### src/rtl/aag_pkg.sv
package aag_pkg;
   typedef enum logic [2:0] {
      ST_IDLE    = 3'd0,
      ST_CHARGE  = 3'd1,
      ST_COMPUTE = 3'd2,
      ST_COMPARE = 3'd3,
      ST_UPDATE  = 3'd4
   } aag_state_e;
endpackage

### src/rtl/aag_verify.sv
module aag_verify #(
   parameter int AUTH_W  = 64,
   parameter int CHUNK_W = 8,
   parameter bit SERIAL  = 1'b0
) (
   input  logic              clk_i,
   input  logic              rst_i,
   input  logic              start_i,
   input  logic [AUTH_W-1:0] a_i,
   input  logic [AUTH_W-1:0] b_i,
   output logic              done_o,
   output logic              match_o
);
   localparam int N_CHUNK = AUTH_W / CHUNK_W;
   localparam int IDX_W   = (N_CHUNK > 1) ? $clog2(N_CHUNK) : 1;

   if (CHUNK_W < 1 || (AUTH_W % CHUNK_W) != 0) begin : g_bad_chunk
      $error("aag_verify: AUTH_W must be a multiple of CHUNK_W");
   end

   if (!SERIAL) begin : g_parallel
      logic done_q, match_q;
      always_ff @(posedge clk_i) begin
         if (rst_i) begin
            done_q  <= 1'b0;
            match_q <= 1'b0;
         end else begin
            done_q <= start_i;
            if (start_i) match_q <= (a_i == b_i);
         end
      end
      assign done_o  = done_q;
      assign match_o = match_q;
   end else begin : g_serial
      logic             busy_q, done_q, match_q, acc_q;
      logic [IDX_W-1:0] idx_q;
      logic             chunk_eq;

      assign chunk_eq = (a_i[idx_q*CHUNK_W +: CHUNK_W] == b_i[idx_q*CHUNK_W +: CHUNK_W]);

      always_ff @(posedge clk_i) begin
         if (rst_i) begin
            busy_q  <= 1'b0;
            done_q  <= 1'b0;
            match_q <= 1'b0;
            acc_q   <= 1'b0;
            idx_q   <= '0;
         end else begin
            done_q <= 1'b0;
            if (start_i) begin
               busy_q <= 1'b1;
               acc_q  <= 1'b1;
               idx_q  <= '0;
            end else if (busy_q) begin
               acc_q <= acc_q & chunk_eq;
               if (idx_q == IDX_W'(N_CHUNK-1)) begin
                  busy_q  <= 1'b0;
                  done_q  <= 1'b1;
                  match_q <= acc_q & chunk_eq;
               end else begin
                  idx_q <= idx_q + IDX_W'(1);
               end
            end
         end
      end
      assign done_o  = done_q;
      assign match_o = match_q;

      // operands must not move while chunks are being walked
      p_ops_stable_r4: assert property (@(posedge clk_i) disable iff (rst_i)
         busy_q |-> ($stable(a_i) && $stable(b_i)));
   end
endmodule

### src/rtl/aag_nonce_next.sv
module aag_nonce_next #(
   parameter int CNT_W       = 8,
   parameter int NONCE_BYTES = 8
) (
   input  logic                           pass_i,
   input  logic [CNT_W-1:0]               cnt_i,
   input  logic [NONCE_BYTES*CNT_W-1:0]   old_i,
   input  logic [(NONCE_BYTES-1)*CNT_W-1:0] tag_i,
   output logic [NONCE_BYTES*CNT_W-1:0]   nonce_o
);
   localparam int NONCE_W = NONCE_BYTES * CNT_W;
   localparam int TAIL_W  = NONCE_W - CNT_W;
   localparam logic [CNT_W-1:0] FULL = {CNT_W{1'b1}};

   if (NONCE_BYTES < 2) begin : g_bad_len
      $error("aag_nonce_next: nonce needs at least two bytes");
   end

   always_comb begin
      if (pass_i) nonce_o = {FULL, tag_i};
      else        nonce_o = {cnt_i, old_i[TAIL_W-1:0]};
   end
endmodule

### src/rtl/aag_lock.sv
module aag_lock #(
   parameter int CNT_W     = 8,
   parameter int MAX_FAILS = 3
) (
   input  logic             clk_i,
   input  logic             rst_i,
   input  logic [CNT_W-1:0] stored_cnt_i,
   input  logic             commit_i,
   input  logic [CNT_W-1:0] commit_cnt_i,
   output logic             lock_o
);
   localparam logic [CNT_W-1:0] LOCK_LVL = CNT_W'((1 << CNT_W) - 1 - MAX_FAILS);

   if (MAX_FAILS < 1 || MAX_FAILS >= (1 << CNT_W)) begin : g_bad_fails
      $error("aag_lock: MAX_FAILS out of range for CNT_W");
   end

   logic lock_q;
   always_ff @(posedge clk_i) begin
      if (rst_i) lock_q <= 1'b0;
      else if (commit_i && (commit_cnt_i <= LOCK_LVL)) lock_q <= 1'b1;
   end

   assign lock_o = lock_q | (stored_cnt_i <= LOCK_LVL);

   // once latched the lock output stays up until reset
   p_lock_hold_r7: assert property (@(posedge clk_i) disable iff (rst_i)
      lock_q |=> lock_o);
endmodule

### src/rtl/auth_attempt_guard.sv
module auth_attempt_guard
   import aag_pkg::*;
#(
   parameter int CNT_W       = 8,
   parameter int NONCE_BYTES = 8,
   parameter int AUTH_W      = 64,
   parameter int MAX_FAILS   = 3,
   parameter bit SERIAL_CMP  = 1'b0,
   parameter int CMP_CHUNK   = 8
) (
   input  logic                             clk_i,
   input  logic                             rst_i,
   input  logic                             start_i,
   input  logic [AUTH_W-1:0]                rdr_auth_i,
   input  logic [CNT_W-1:0]                 cnt_rd_i,
   input  logic [NONCE_BYTES*CNT_W-1:0]     nonce_rd_i,
   output logic                             store_wr_o,
   output logic [CNT_W-1:0]                 store_cnt_o,
   output logic                             store_nonce_we_o,
   output logic [NONCE_BYTES*CNT_W-1:0]     store_nonce_o,
   input  logic                             store_ack_i,
   output logic                             ciph_req_o,
   input  logic                             ciph_valid_i,
   input  logic [AUTH_W-1:0]                ciph_rdr_i,
   input  logic [(NONCE_BYTES-1)*CNT_W-1:0] ciph_tag_i,
   output logic                             busy_o,
   output logic                             done_o,
   output logic                             pass_o,
   output logic                             lock_o
);
   localparam int NONCE_W = NONCE_BYTES * CNT_W;
   localparam int TAG_W   = NONCE_W - CNT_W;
   localparam logic [CNT_W-1:0] FULL = {CNT_W{1'b1}};

   aag_state_e         st_q;
   logic [CNT_W-1:0]   cnt_dec_q;
   logic [AUTH_W-1:0]  rdr_q, ar_q;
   logic [TAG_W-1:0]   tag_q;
   logic [NONCE_W-1:0] nonce_q, nonce_next;
   logic               pass_q, done_q, verdict_q, charged_q, vstart_q;
   logic               v_done, v_match, lock_w, fail_commit;

   // ---------------- comparator (variant chosen by SERIAL_CMP)
   aag_verify #(.AUTH_W(AUTH_W), .CHUNK_W(CMP_CHUNK), .SERIAL(SERIAL_CMP)) u_verify (
      .clk_i   (clk_i),
      .rst_i   (rst_i),
      .start_i (vstart_q),
      .a_i     (rdr_q),
      .b_i     (ar_q),
      .done_o  (v_done),
      .match_o (v_match)
   );

   // ---------------- nonce refresh
   aag_nonce_next #(.CNT_W(CNT_W), .NONCE_BYTES(NONCE_BYTES)) u_nonce (
      .pass_i  (verdict_q),
      .cnt_i   (cnt_dec_q),
      .old_i   (nonce_q),
      .tag_i   (tag_q),
      .nonce_o (nonce_next)
   );

   // ---------------- lockout
   assign fail_commit = (st_q == ST_UPDATE) && store_ack_i && !verdict_q;

   aag_lock #(.CNT_W(CNT_W), .MAX_FAILS(MAX_FAILS)) u_lock (
      .clk_i        (clk_i),
      .rst_i        (rst_i),
      .stored_cnt_i (cnt_rd_i),
      .commit_i     (fail_commit),
      .commit_cnt_i (cnt_dec_q),
      .lock_o       (lock_w)
   );

   // ---------------- sequencer
   always_ff @(posedge clk_i) begin
      if (rst_i) begin
         st_q      <= ST_IDLE;
         cnt_dec_q <= '0;
         rdr_q     <= '0;
         ar_q      <= '0;
         tag_q     <= '0;
         nonce_q   <= '0;
         pass_q    <= 1'b0;
         done_q    <= 1'b0;
         verdict_q <= 1'b0;
         charged_q <= 1'b0;
         vstart_q  <= 1'b0;
      end else begin
         done_q   <= 1'b0;
         vstart_q <= 1'b0;
         case (st_q)
            ST_IDLE: begin
               if (start_i) begin
                  pass_q <= 1'b0;
                  if (lock_w) begin
                     done_q <= 1'b1;
                  end else begin
                     cnt_dec_q <= cnt_rd_i - CNT_W'(1);
                     rdr_q     <= rdr_auth_i;
                     nonce_q   <= nonce_rd_i;
                     st_q      <= ST_CHARGE;
                  end
               end
            end
            ST_CHARGE: begin
               if (store_ack_i) begin
                  charged_q <= 1'b1;
                  st_q      <= ST_COMPUTE;
               end
            end
            ST_COMPUTE: begin
               if (ciph_valid_i) begin
                  ar_q     <= ciph_rdr_i;
                  tag_q    <= ciph_tag_i;
                  vstart_q <= 1'b1;
                  st_q     <= ST_COMPARE;
               end
            end
            ST_COMPARE: begin
               if (v_done) begin
                  verdict_q <= v_match;
                  st_q      <= ST_UPDATE;
               end
            end
            ST_UPDATE: begin
               if (store_ack_i) begin
                  done_q    <= 1'b1;
                  pass_q    <= verdict_q;
                  charged_q <= 1'b0;
                  st_q      <= ST_IDLE;
               end
            end
            default: st_q <= ST_IDLE;
         endcase
      end
   end

   always_comb begin
      store_wr_o       = (st_q == ST_CHARGE) || (st_q == ST_UPDATE);
      store_nonce_we_o = (st_q == ST_UPDATE);
      store_cnt_o      = ((st_q == ST_UPDATE) && verdict_q) ? FULL : cnt_dec_q;
      store_nonce_o    = (st_q == ST_UPDATE) ? nonce_next : nonce_q;
   end

   assign ciph_req_o = (st_q == ST_COMPUTE);
   assign busy_o     = (st_q != ST_IDLE);
   assign done_o     = done_q;
   assign pass_o     = pass_q;
   assign lock_o     = lock_w;

   // ---------------- properties
   // no cipher work before the charge is committed
   p_charge_first_r1: assert property (@(posedge clk_i) disable iff (rst_i)
      ciph_req_o |-> charged_q);
   // write request and its data held until acknowledged
   p_write_hold_r8: assert property (@(posedge clk_i) disable iff (rst_i)
      (store_wr_o && !store_ack_i) |=>
         (store_wr_o && $stable(store_cnt_o) && $stable(store_nonce_we_o)));
   // cipher request held until valid
   p_cipher_hold_r9: assert property (@(posedge clk_i) disable iff (rst_i)
      (ciph_req_o && !ciph_valid_i) |=> ciph_req_o);
   // done is a single-cycle pulse
   p_done_pulse_r10: assert property (@(posedge clk_i) disable iff (rst_i)
      done_o |=> !done_o);
   // a locked request ends at once with no side effects
   p_locked_reject_r6: assert property (@(posedge clk_i) disable iff (rst_i)
      (start_i && !busy_o && lock_o) |=> (done_o && !pass_o && !store_wr_o && !ciph_req_o));
endmodule

### config.mk
export PLATFORM = sky130hd
export DESIGN_NAME = auth_attempt_guard
export DESIGN_NICKNAME = d
export VERILOG_FILES = /design/src/rtl/aag_pkg.sv /design/src/rtl/aag_verify.sv /design/src/rtl/aag_nonce_next.sv /design/src/rtl/aag_lock.sv /design/src/rtl/auth_attempt_guard.sv
export SDC_FILE = /design/constraint.sdc
export NUM_CORES = 1
export LEC_CHECK = 0
export BUFFER_PORTS_ARGS = -buffer_cell sky130_fd_sc_hd__buf_2
export CORE_ASPECT_RATIO = 1.1
export CORE_MARGIN = 5
export CORE_UTILIZATION = 28
export CTS_CLUSTER_DIAMETER = 50
export DETAILED_ROUTE_END_ITERATION = 8
export PLACE_DENSITY = 0.46
export SETUP_SLACK_MARGIN = 0.3
export SLEW_MARGIN = 0
export SYNTH_ARGS = -nofsm -noshare
export SYNTH_HDL_FRONTEND = slang
export SYNTH_SLANG_ARGS = --single-unit
export TNS_END_PERCENT = 10
### constraint.sdc
create_clock -name clk_i -period 2.6 [get_ports clk_i]
set_clock_uncertainty 0.1 [all_clocks]
set_input_delay 0.52 -clock clk_i [delete_from_list [all_inputs] [get_ports clk_i]]
set_output_delay 0.52 -clock clk_i [all_outputs]
set_load 0.03 [all_outputs]
# Word level (Yosys, flattened, before mapping)
# Index checks and enable logic that the tools add are counted.
[op_classes]
n_addsub = 1
n_lt_le_gt_ge = 2
n_eq_ne = 11
n_mux = 18
bitwise = 3
reduce_logical = 15
[ops]
columns = ["cell", "count"]
rows = [
  ["two-way mux 64 bit", 2],
  ["equality test 64 bit", 1],
  ["two-way mux 3 bit", 6],
  ["<= comparator 8 bit, second input constant", 2],
  ["case mux 3 bit (5 select lines)", 1],
  ["two-way mux 8 bit", 1],
  ["subtractor 8 x 1 -> 8 bit, second input constant", 1],
  ["equality test 3 x 2 -> 1 bit, second input constant", 2],
  ["two-way mux 1 bit", 6],
  ["!= test 2 x 1 -> 1 bit, second input constant", 3],
  ["!= test 2 bit, second input constant", 3],
  ["AND reduction 3 bit", 2],
  ["AND reduction 6 bit", 1],
  ["logical AND 1 bit", 4],
  ["case mux 1 bit (2 select lines)", 2],
  ["AND reduction 2 bit", 2],
  ["equality test 3 x 1 -> 1 bit, second input constant", 1],
  ["equality test 3 bit, second input constant", 1],
  ["logical NOT 3 bit", 1],
  ["nonzero test 3 bit", 1],
  ["NOT 1 bit", 2],
  ["nonzero test 2 bit", 1],
  ["OR reduction 2 bit", 1],
  ["logical NOT 1 bit", 1],
  ["2 further kinds", 2],
]
[totals]
register_bits = 266
inputBits = 261
out_inout_bits = 79
elab_cells = 63

# Longest topological paths before layout
# Gate-level depths: netlist of the first run.
[depth]
word_depth = 5
ltp_mapped = 9
mapped_depth_nobuf = 7

# By module
# From an unflattened synthesis of the first run, not the netlist that was laid out.
[unflattened]
hier_cells = 1434
hier_area_um2 = 11922.7
[by_module_without_submodules]
columns = ["mod", "n_inst", "cells_each", "area_per_inst_um2", "seq_area_each_um2"]
rows = [
  ["auth_attempt_guard", 1, 1247, 10018.4, 5265.0],
  ["aag_nonce_next", 1, 71, 998.5, 0.0],
  ["aag_verify", 1, 106, 830.8, 40.0],
  ["aag_lock", 1, 10, 75.1, 20.0],
]

# Worst setup path before layout of the first run
# Ideal clock, no wire load.
[synth_timing]
kind = "reg-to-output"
start = "reg st_q[0]"
end = "out store_nonce_o[62]"
arrival_time_ns = 1.648
required_time_ns = 1.980
path_slack_ns = 0.332
path_stages_with_launch = 7
n_path_buf = 3
cell_sequence = "dfxtp_1 > buf_2 > nor3b_2 > buf_2 > buf_2 > nor2_1 > a21oi_1"
[synth_via]
elab_chain_cells = 2
[synth_rtl]
columns = ["item", "line", "source"]
rows = [
  ["from (decl)", "auth_attempt_guard.sv:35", "aag_state_e st_q;"],
  ["from (signal assigned)", "auth_attempt_guard.sv:78", "st_q <= ST_IDLE;"],
  ["from (signal assigned)", "auth_attempt_guard.sv:102", "st_q <= ST_CHARGE;"],
  ["from (signal assigned)", "auth_attempt_guard.sv:109", "st_q <= ST_COMPUTE;"],
  ["equality test 3 bit", "-", ""],
  ["net store_nonce_we_o", "auth_attempt_guard.sv:19", "output logic store_nonce_we_o,"],
  ["two-way mux 64 bit", "auth_attempt_guard.sv:143", "store_nonce_o = (st_q == ST_UPDATE) ? nonce_next : nonce_q;"],
  ["to (decl)", "auth_attempt_guard.sv:20", "output logic [NONCE_BYTES*CNT_W-1:0] store_nonce_o,"],
]
# The timed path passes the listed nets, and every way through them passes these cells.

# Final worst setup path of the first run
[layout_timing]
start = "reg st_q[0]"
end = "out store_nonce_o[6]"
[layout_via]
elab_chain_cells = 2
[layout_rtl]
columns = ["item", "line"]
rows = [
  ["equality test 3 bit", "auth_attempt_guard.sv:143"],
  ["two-way mux 64 bit", "auth_attempt_guard.sv:143"],
]
# No other way between the ends.

==> results of run 1 <==
[through the flow]
stage | power (mW) | utilization | setup slack [ns] | cell area, um^2 | instances
2_1_floorplan | 4.30 | - | 0.332 | 11100 | 1365
3_3_place_gp | 4.58 | 0.339 | 0.295 | 13300 | 2141
3_5_place_dp | 4.57 | 0.339 | 0.282 | 13300 | 2141
4_1_cts | 9.77 | 0.385 | -0.132 | 15000 | 2217
5_1_grt | 9.97 | 0.388 | -0.150 | 15100 | 2218
6_report | 9.59 | 0.388 | -0.0870 | 15100 | 2219
[layout make-up]
type / instances / share of cell area
clock inverter: 22 / 0.0154
timing repair buffer: 377 / 0.176
tap: 507 / 0.0419
clock buffer: 44 / 0.0670
antenna: 1 / 0.000165
inverter: 15 / 0.00372
multi-input combinational: 987 / 0.344
sequential: 266 / 0.352
[layer usage]
layer	wire length, um	global-route usage	up-vias
li1	-	-	5110
met1	17600	0.226	4657
met2	18200	0.282	280
met3	2310	0.0341	40
met4	518	0.0349	2
met5	13	0	-
[layout by cell type (no fill, tap or decap), drive strengths merged, types with 4 or more instances in the layout]
| cell | netlist | final |
|---|---|---|
| inv | 15 | 22 |
| or2 | 8 | 8 |
| clkbuf | 34 | 46 |
| nand2 | 501 | 501 |
| clkinv | 0 | 11 |
| buf | 64 | 375 |
| nor2b | 6 | 6 |
| mux2 | 56 | 56 |
| nand4 | 13 | 13 |
| nand3 | 6 | 6 |
| nor4 | 5 | 5 |
| a21oi | 259 | 259 |
| dfxtp | 266 | 266 |
| nor2 | 40 | 40 |
| xnor2 | 49 | 49 |
| nand2b | 4 | 4 |
| and2 | 4 | 5 |
[cell families after synthesis]
logic type,Yosys count,synth area share
muxes,57,0.0749
adders and majority gates,1,0.00113
and+or+nand+nor,596,0.216
buffers and inverters,113,0.0531
DFF,266,0.482
AOI/OAI and AO/OA,281,0.133
xor gates and xnor gates,51,0.0404
[power by group]
group	leakage [nW]	switching (mW)	internal, mW	total (mW)
Sequential	2.14	0.00716	4.09	4.10
Clock	0.621	1.97	3.13	5.11
Combinational	3.02	0.207	0.180	0.386
Total	5.78	2.19	7.40	9.59
[worst max-delay path by stage]
stage                         to     from  slack, ns
3_5_place_dp   store_nonce_o[15]  st_q[0]       0.28
3_3_place_gp   store_nonce_o[15]  st_q[0]       0.30
5_1_grt        store_nonce_o[12]  st_q[0]      -0.15
2_1_floorplan  store_nonce_o[62]  st_q[0]       0.33
4_1_cts        store_nonce_o[38]  st_q[1]      -0.13
6_report        store_nonce_o[6]  st_q[0]      -0.09
[registers in the layout, indices dropped and copies added, names as in the netlist, 3 cells and up]
signal	cells
ar_q	64
nonce_q	64
rdr_q	64
tag_q	56
cnt_dec_q	8
st_q	3
[timing repair]
| item | CTS | global route |
|---|---|---|
| buffers inserted | 7 | 0 |
| endpoints found under the setup margin | 72 | 72 |
| pin swaps | 2 | 2 |
| resized for setup | 129 | 21 |
| cloned | 3 | 1 |
==> impl_results.md, run 1 <==
- Setup CP Type: reg2out
- Initial antenna violation count: 1
- Tmin final: 2.69 ns
- GPL Wtd Cong: 0.775
- Clk sink count: 266
- Register area share after synthesis: 0.482
- FILL cells: 4058
- Multi-input logic area: 0.00522 mm^2
- Count of boundary I/O pins: 340
- Synth Register Bits: 266
- Chip height: 218 um
- Setup_tns: -2.83 ns
- Clock buffer depth: 3
- Die width: 199 um
- Vias/cell: 4.55
- Crit-path cells: nor3b_4 > and2_4 > buf_12 > clkbuf_16 > mux2_4 > buf_6
- CTS H-tree depth: 2
- Vias in the first global route: 10200
- First-pass iteration count of the detailed router: 5
- Unrepaired setup endpoints after global routing: true
- Final Hold Viols: 0
- Via count: 10100
- Gr usage total: 0.168
- Crit path max-delay family: simple AND/OR/NAND/NOR gates
- First-pass GRT wire length: 58.2 mm
- Tightest Pin Transition: 1.18 ns
- # rows: 76
- Setup crit start kind: flip-flop
- Gate Count Post-Synth: 1365
- CTS Root Buffer Type: clkbuf_16
- CP max stage cell: dfxtp_2
- Levels on crit path: 6
- Hold_sp: cnt_rd_i[0]
- Post-Syn Nets: 1627
- Largest net degree at the start of global routing: 222
- Period Utilization, post-route: 1.03
- Post-route ant nets: 0
- Ranking of synthesized cells by area: dfxtp_1 (48%), nand2_1 (17%), a21oi_1 (12%)
- Post-route setup slack: -0.0870 ns
- Main synth FF type: dfxtp_1
- Worst min-delay path category: in2reg
- Highest clock rate: 0.372 GHz
- TritonCTS Buffers: 37
- Leakage: 5.78 nW
- Outcome: complete, but fails checks
- TritonCTS clock tree: built
- Post-synth top cells: nand2_1 (500), dfxtp_1 (266), a21oi_1 (259), mux2_4 (50), xnor2_1 (49)
- Max IR drop VDD: 0.000345 V
- MaxCap Viol Count: 0
- Yosys cell types: 46
- Post-synth ARST share: 0
- Area leader, netlist: dfxtp_1
- Worst Hold Path EP: cnt_dec_q[0]
- WP data required: 1.98 ns
- Flop2flop setup slack: 0.73 ns
- CP max stage delay: 0.33 ns
- Cell count of the worst reg-to-reg path: 6
- Failing checks: setup timing
- Share of cells above drive strength 1: 0.302
- Mapped Area: 0.0111 mm^2
- CP Capture Type: primary output
- Register Area: 0.00533 mm^2
- # setup viols final: 55
- Global route overflow: 0
- Initial cell density of the core: 0.283
- Area Growth Syn to Fin: 37.0%
- Iteration-0 DRC count of the detailed router: 457
- Post-synth top area share: 0.482
- Max Slew Vio Count: 0
- CTS clk-pin slew, worst paths: 0.05 ns
- Post-Syn Area per Cell: 8.10 um^2
- Worst hold margin: 0.117 ns
- Die area: 0.0436 mm^2
- Max_slew headroom: 0.211
- Port-buffer cells: 339
- HPWL after DPL: 26.5 mm
- Most numerous cell in the Yosys netlist: nand2_1
- Yosys Warn Count: 0
- Hold path cells: 2
- Hold_buf cts: 0
- Fin nets: 1946
- Pwr/cell area: 633 mW/mm^2
- Buf+Inv Stages, Crit Path: 3
- EDFF count, synth: 0
- Reg-to-reg startpoint: st_q[2]
- Top fanout value on the critical path: 5
- WL per Instance: 17.4 um
- Clk Latency, worst-skew pair: 0.52 ns
- DRT Wirelength: 38.7 mm
- DRC violations left: 0
- Worst EP arrival: 2.07 ns
- Worst R2R End: ar_q[55]
- Core area: 0.0391 mm^2
No activity file was read; power rests on OpenSTA's default activity.
==> run 2, diff against run 1 <==
BUFFER_PORTS_ARGS = -buffer_cell sky130_fd_sc_hd__buf_4   (was -buffer_cell sky130_fd_sc_hd__buf_2)
==> impl_results.md, run 2 (same netlist as run 1, synthesis figures left out) <==
- Max Slew Vio Count: 0 (unchanged)
- Count of boundary I/O pins: 340 (unchanged)
- Pwr/cell area: 617 mW/mm^2 (-2.5%)
- Post-route ant nets: 0 (unchanged)
- CTS Root Buffer Type: clkbuf_16
- Tightest Pin Transition: 0.764 ns (-0.419 ns)
- First-pass iteration count of the detailed router: 5 (unchanged)
- Clk Latency, worst-skew pair: 0.52 ns (about the same)
- WP data required: 1.98 ns (about the same)
- Setup CP Type: reg2out
- Global route overflow: 0 (unchanged)
- Clock buffer depth: 3 (unchanged)
- FILL cells: 4022 (-0.89%)
- Commonest non-fill, non-tap cell in the layout: nand2_1
- Vias/cell: 4.54 (about the same)
- WL per Instance: 17.5 um (+0.55%)
- Pre-CTS WS: 0.282 ns (-0.000317 ns)
- Final Util: 0.406 (+0.0187)
- Initial antenna violation count: 4 (+3)
- First-pass GRT wire length: 57.6 mm (-0.94%)
- # setup viols final: 29 (-47%)
- DRC violations left: 0 (unchanged)
- Most frequent cells in the layout: nand2_1 (500), buf_4 (289), dfxtp_1 (264), a21oi_1 (251), buf_6 (70)
- GPL Wtd Cong: 0.790 (+2.0%)
- Chip height: 218 um (unchanged)
- Largest registers: ar_q x64, nonce_q x64, rdr_q x64
- Final Hold Viols: 0 (unchanged)
- Iteration-0 DRC count of the detailed router: 474 (+3.7%)
- Max_slew headroom: 0.491 (+0.280)
- Flop2flop setup slack: 0.65 ns (-0.08 ns)
- Highest clock rate: 0.376 GHz (+0.99%)
- CTS clk-pin slew, worst paths: 0.05 ns (about the same)
- Post-route setup slack: -0.0608 ns (+0.0262 ns)
- CP Capture Type: primary output
- Share of cells above drive strength 1: 0.308 (+0.00598)
- TritonCTS Buffers: 37 (unchanged)
- HPWL after DPL: 27.7 mm (+4.5%)
- Failing checks: setup timing
- TritonCTS clock tree: built
- Die width: 199 um (unchanged)
- DRT Wirelength: 38.8 mm (+0.37%)
- Outcome: complete, but fails checks
- Hold_buf cts: 0 (unchanged)
- Unrepaired setup endpoints after global routing: true
- Core area: 0.0391 mm^2 (unchanged)
- Cell Area, Placed: 0.0141 mm^2 (+6.4%)
- Die area: 0.0436 mm^2 (unchanged)
- Vias in the first global route: 9950 (-2.8%)
- Top fanout value on the critical path: 24 (+19)
- # rows: 76 (unchanged)
- MaxCap Viol Count: 0 (unchanged)
- Fin nets: 1943 (-0.15%)
- Via count: 10100 (-0.26%)
- Worst EP arrival: 2.04 ns (-0.03 ns)
- CTS H-tree depth: 2 (unchanged)
- Fin area: 0.0159 mm^2 (+4.8%)
- Port-buffer cells: 339 (unchanged)
- Max IR drop VDD: 0.000443 V (+28%)
- Period Utilization, post-route: 1.02 (-0.0101)
- Multi-input logic area: 0.00531 mm^2 (+1.7%)
- Gr usage total: 0.167 (-0.00103)
- Register Area: 0.00533 mm^2 (about the same)
- Tmin final: 2.66 ns (-0.0262 ns)
- Leakage: 6.00 nW (+3.7%)
- Initial cell density of the core: 0.283 (unchanged)
- Largest net degree at the start of global routing: 74 (-67%)
- Worst min-delay path category: in2reg
- Setup crit start kind: flip-flop
- Clk sink count: 266 (unchanged)
- Area Growth Syn to Fin: 43.6%
-- run 2: what timing repair did --
item,CTS,global route
setup endpoints to repair,72,72
gates cloned,0,1
pin swaps,6,10
resized for setup,95,22
setup buffers,4,1
-- run 2: layout make-up --
class	instances	share of cell area
clock inverters	17	0.0138
multi-input cells	986	0.334
diodes	1	0.000158
inverters	15	0.00355
clock buffers	48	0.0661
flip-flops and latches	266	0.336
repair buffers	375	0.207
well taps	507	0.0400
-- run 2: worst paths after layout --
| kind | startpoint | end | cells after the start |
|---|---|---|---|
| max | st_q[1] | store_nonce_o[12] | 5 |
| min | cnt_rd_i[0] | cnt_dec_q[0] | 2 |
| max reg2reg | st_q[0] | ar_q[21] | 6 |
| min reg2reg | u_verify.match_o | u_verify.match_o | 2 |
-- run 2: critical path, stage by stage (launching register included) --
cell and delay [ns]:
dfxtp_2 0.32, nor3b_2 0.19, and2_4 0.26, buf_12 0.23, mux2_4 0.34, buf_6 0.14
-- run 2: power by group --
| group | internal (mW) | switching, mW | total, mW |
|---|---|---|---|
| clock | 3.27 | 1.94 | 5.21 |
| sequential | 4.09 | 0.00731 | 4.10 |
| combinational | 0.288 | 0.202 | 0.491 |
| total | 7.65 | 2.15 | 9.80 |
-- run 2: per-stage QoR --
stage	instances	hold slack, ns	TNS [ns]	power [mW]
2_1_floorplan	1365	0.325	0	4.30
3_3_place_gp	2143	0.338	0	4.68
3_5_place_dp	2143	0.344	0	4.68
4_1_cts	2212	0.0564	-2.25	9.96
5_1_grt	2215	0.0752	-4.49	10.2
6_report	2215	0.0887	-1.02	9.80
-- run 2: metal layers --
layer	up-vias	part of all wire	routed length (um)	global-route usage
li1	5090	-	-	-
met1	4644	0.43	16700	0.217
met2	280	0.48	18600	0.281
met3	43	0.077	3000	0.0430
met4	6	0.014	536	0.0367
met5	-	0.00072	28	0
==> run 3, diff against run 2 <==
ABC_AREA = 1   (was default)
==> impl_results.md, run 3 <==
- Outcome: complete, no violations
- Highest clock rate: 0.404 GHz (+7.4%)
- TritonCTS clock tree: built
- First-pass GRT wire length: 58.8 mm (+2.0%)
- HPWL after DPL: 26.7 mm (-3.7%)
- Leakage: 6.59 nW (+10%)
- Die area: 0.0433 mm^2 (-0.55%)
- Combinational share of power: 0.178 (+0.128)
- Post-synth ARST share: 0 (unchanged)
- Initial antenna violation count: 2 (-2)
- Tightest Pin Transition: 0.458 ns (-0.306 ns)
- Levels on crit path: 8 (+3)
- Clock buffer depth: 3 (unchanged)
- TritonCTS Buffers: 40 (+8.1%)
- Tmin final: 2.48 ns (-0.184 ns)
- NetSw: 3.41 mW (+58%)
- Worst hold margin: 0.146 ns (+0.0578 ns)
- Setup_tns: 0 ns (+1.02 ns)
- CTS Root Buffer Type: clkbuf_16
- Post-synth top cells: dfxtp_1 (266), o21ai_0 (256), nand2_1 (231), nor2_1 (222), a21oi_1 (179)
- DRT Wirelength: 38.5 mm (-0.66%)
- Max IR drop VDD: 0.000470 V (+6.2%)
- Largest net degree at the start of global routing: 63 (-15%)
- Post-Syn Nets: 1802 (+11%)
- Gr usage total: 0.170 (+0.00266)
- Area Growth Syn to Fin: 47.1%
- Clk Latency, worst-skew pair: 0.52 ns (about the same)
- Most frequent cells in the layout: buf_4 (329), dfxtp_1 (264), nor2_1 (220), nand2_1 (219), o21ai_0 (200)
- CTS H-tree depth: 2 (unchanged)
- Worst R2R End: ar_q[60]
- Post-Syn Area per Cell: 7.14 um^2 (-12%)
- Initial cell density of the core: 0.282 (-0.000947)
- # rows: 76 (unchanged)
- Internal power: 8.51 mW (+11%)
- Mapped Area: 0.0110 mm^2 (-0.58%)
- Post-synth top area share: 0.484 (+0.00279)
- Chip height: 218 um (-0.28%)
- Synth Register Bits: 266 (unchanged)
- CP max stage delay: 0.35 ns (about the same)
- Area leader, netlist: dfxtp_1
- Via count: 10900 (+8.4%)
- Vias/cell: 4.54 (about the same)
- Ranking of synthesized cells by area: dfxtp_1 (48%), o21ai_0 (12%), a21oi_1 (8.1%)
- Crit-path most repeated cell: nor2_4
- Unrepaired setup endpoints after global routing: true
- Setup crit start kind: flip-flop
- Yosys cell types: 29 (-37%)
- Main synth FF type: dfxtp_1
- Worst EP arrival: 1.86 ns (-0.18 ns)
- Yosys Warn Count: 0 (unchanged)
- Crit path max-delay family: buffers and inverters
- Post-route ant nets: 0 (unchanged)
- Pwr/cell area: 737 mW/mm^2 (+19%)
- Global route overflow: 0 (unchanged)
- DRC violations left: 0 (unchanged)
- Top fanout value on the critical path: 15 (-38%)
- Period Utilization, post-route: 0.952 (-0.0709)
- Fin area: 0.0162 mm^2 (+1.9%)
- CP max stage cell: dfxtp_4
- Gate Count Post-Synth: 1540 (+13%)
- Post-route insts no fill: 2402 (+8.4%)
- Fin nets: 2129 (+9.6%)
- Core area: 0.0390 mm^2 (-0.24%)
- Clock power share: 0.438 (-0.094)
- Vias in the first global route: 10900 (+9.8%)
- Cell count of the worst reg-to-reg path: 8 (+2)
- Setup CP Type: reg2out
- GPL Wtd Cong: 0.836 (+5.7%)
- Die width: 199 um (-0.27%)
- Post-route setup slack: 0.124 ns (+0.184 ns)
- Ant diodes: 0 (-1)
- Crit path from: st_q[0]
- Final Util: 0.415 (+0.00866)
- WP data required: 1.98 ns (about the same)
- Critical Path End: store_nonce_o[16]
- Max_slew headroom: 0.695 (+0.204)
- Buf+Inv Stages, Crit Path: 4 (+2)
- Placed insts: 2317 (+8.1%)
- Seq pwr share: 0.384 (-0.034)
- Sw Share: 0.286 (+0.0660)
- WL per Instance: 16.0 um (-8.4%)
- FILL cells: 4104 (+2.0%)
- CP Capture Type: primary output
- Cell Area, Placed: 0.0141 mm^2 (about the same)
- Count of boundary I/O pins: 340 (unchanged)
- EDFF count, synth: 0 (unchanged)
- Register area share after synthesis: 0.484 (+0.00279)
- Final Hold Viols: 0 (unchanged)
- First-pass iteration count of the detailed router: 4 (-1)
- Reg-to-reg startpoint: st_q[0]
- Largest registers: ar_q x64, nonce_q x64, rdr_q x64
- Worst min-delay path category: in2reg
- Max Slew Vio Count: 0 (unchanged)
- Port-buffer cells: 339 (unchanged)
- Clk sink count: 266 (unchanged)
- Flop2flop setup slack: 0.52 ns (-0.13 ns)
- Pre-CTS WS: 0.212 ns (-0.0696 ns)
- MaxCap Viol Count: 0 (unchanged)
- CTS clk-pin slew, worst paths: 0.06 ns (about the same)
- Crit-path cells: nor2_4 > nand2_2 > nor2_4 > buf_12 > inv_16 > clkbuf_16 > o21ai_4 > buf_6
- Share of cells above drive strength 1: 0.274 (-0.0337)
- Most numerous cell in the Yosys netlist: dfxtp_1
- # setup viols final: 0 (-100%)
- Total power draw: 11.9 mW (+22%)
- Iteration-0 DRC count of the detailed router: 440 (-7.2%)
- Commonest non-fill, non-tap cell in the layout: buf_4
-- run 3: power groups by stage --
stage,clock (mW),combinational (mW),sequential (mW)
2_1_floorplan,0,1.23,4.65
3_3_place_gp,0,2.08,4.65
3_5_place_dp,0,2.09,4.65
4_1_cts,5.41,2.15,4.57
5_1_grt,5.57,2.42,4.61
6_report,5.22,2.13,4.58
-- run 3: area by class of cell --
cell class	count	area [um^2]	area share
Sequential cell	266	5330	0.330
Multi-Input combinational cell	999	4860	0.300
Timing Repair Buffer	381	3340	0.206
Clock buffer	49	1100	0.0678
Inverter	177	689	0.0426
Tap cell	507	634	0.0392
Clock inverter	21	200	0.0124
Timing Repair inverter	2	27.5	0.00170
-- run 3: what timing repair did --
action | 4_1_cts | 5_1_grt
hold buffers | 0 | 0
buffers inserted | 5 | 0
endpoints found under the hold margin | 0 | 0
pin swaps | 3 | 2
cloned | 6 | 4
resized for setup | 138 | 49
endpoints found under the setup margin | 73 | 76
-- run 3: per-layer routing --
layer	part of all wire	GRT usage
met4	0.019	0.0426
met2	0.46	0.276
met3	0.090	0.0590
met1	0.43	0.217
met5	0.00052	0
-- run 3: logic make-up after synthesis --
family | Yosys count | synth area share
fa+ha+maj | 1 | 0.00114
flops | 266 | 0.484
simple gates | 495 | 0.177
compound gates | 489 | 0.224
xor+xnor | 14 | 0.0112
buf+inv | 275 | 0.103
-- run 3: worst min-delay path by stage --
stage	depth (start not counted)	startpoint	slack [ns]	endpoint
after floorplan	2	tag_q[10]	0.32	tag_q[10]
after global placement	2	tag_q[15]	0.33	tag_q[15]
after detailed placement	2	tag_q[40]	0.34	tag_q[40]
after CTS	3	nonce_rd_i[4]	0.12	nonce_q[4]
after global routing	3	nonce_rd_i[17]	0.14	nonce_q[17]
final	3	nonce_rd_i[4]	0.15	nonce_q[4]
-- run 3: worst register-to-register path: cells and delay by family (launching register included) --
| kind | cells | cell delay, ns |
|---|---|---|
| flip-flops | 1 | 0.35 |
| AO/OA/AOI/OAI | 2 | 0.39 |
| AND/OR/NAND/NOR | 3 | 0.49 |
| buffers and inverters | 3 | 0.63 |
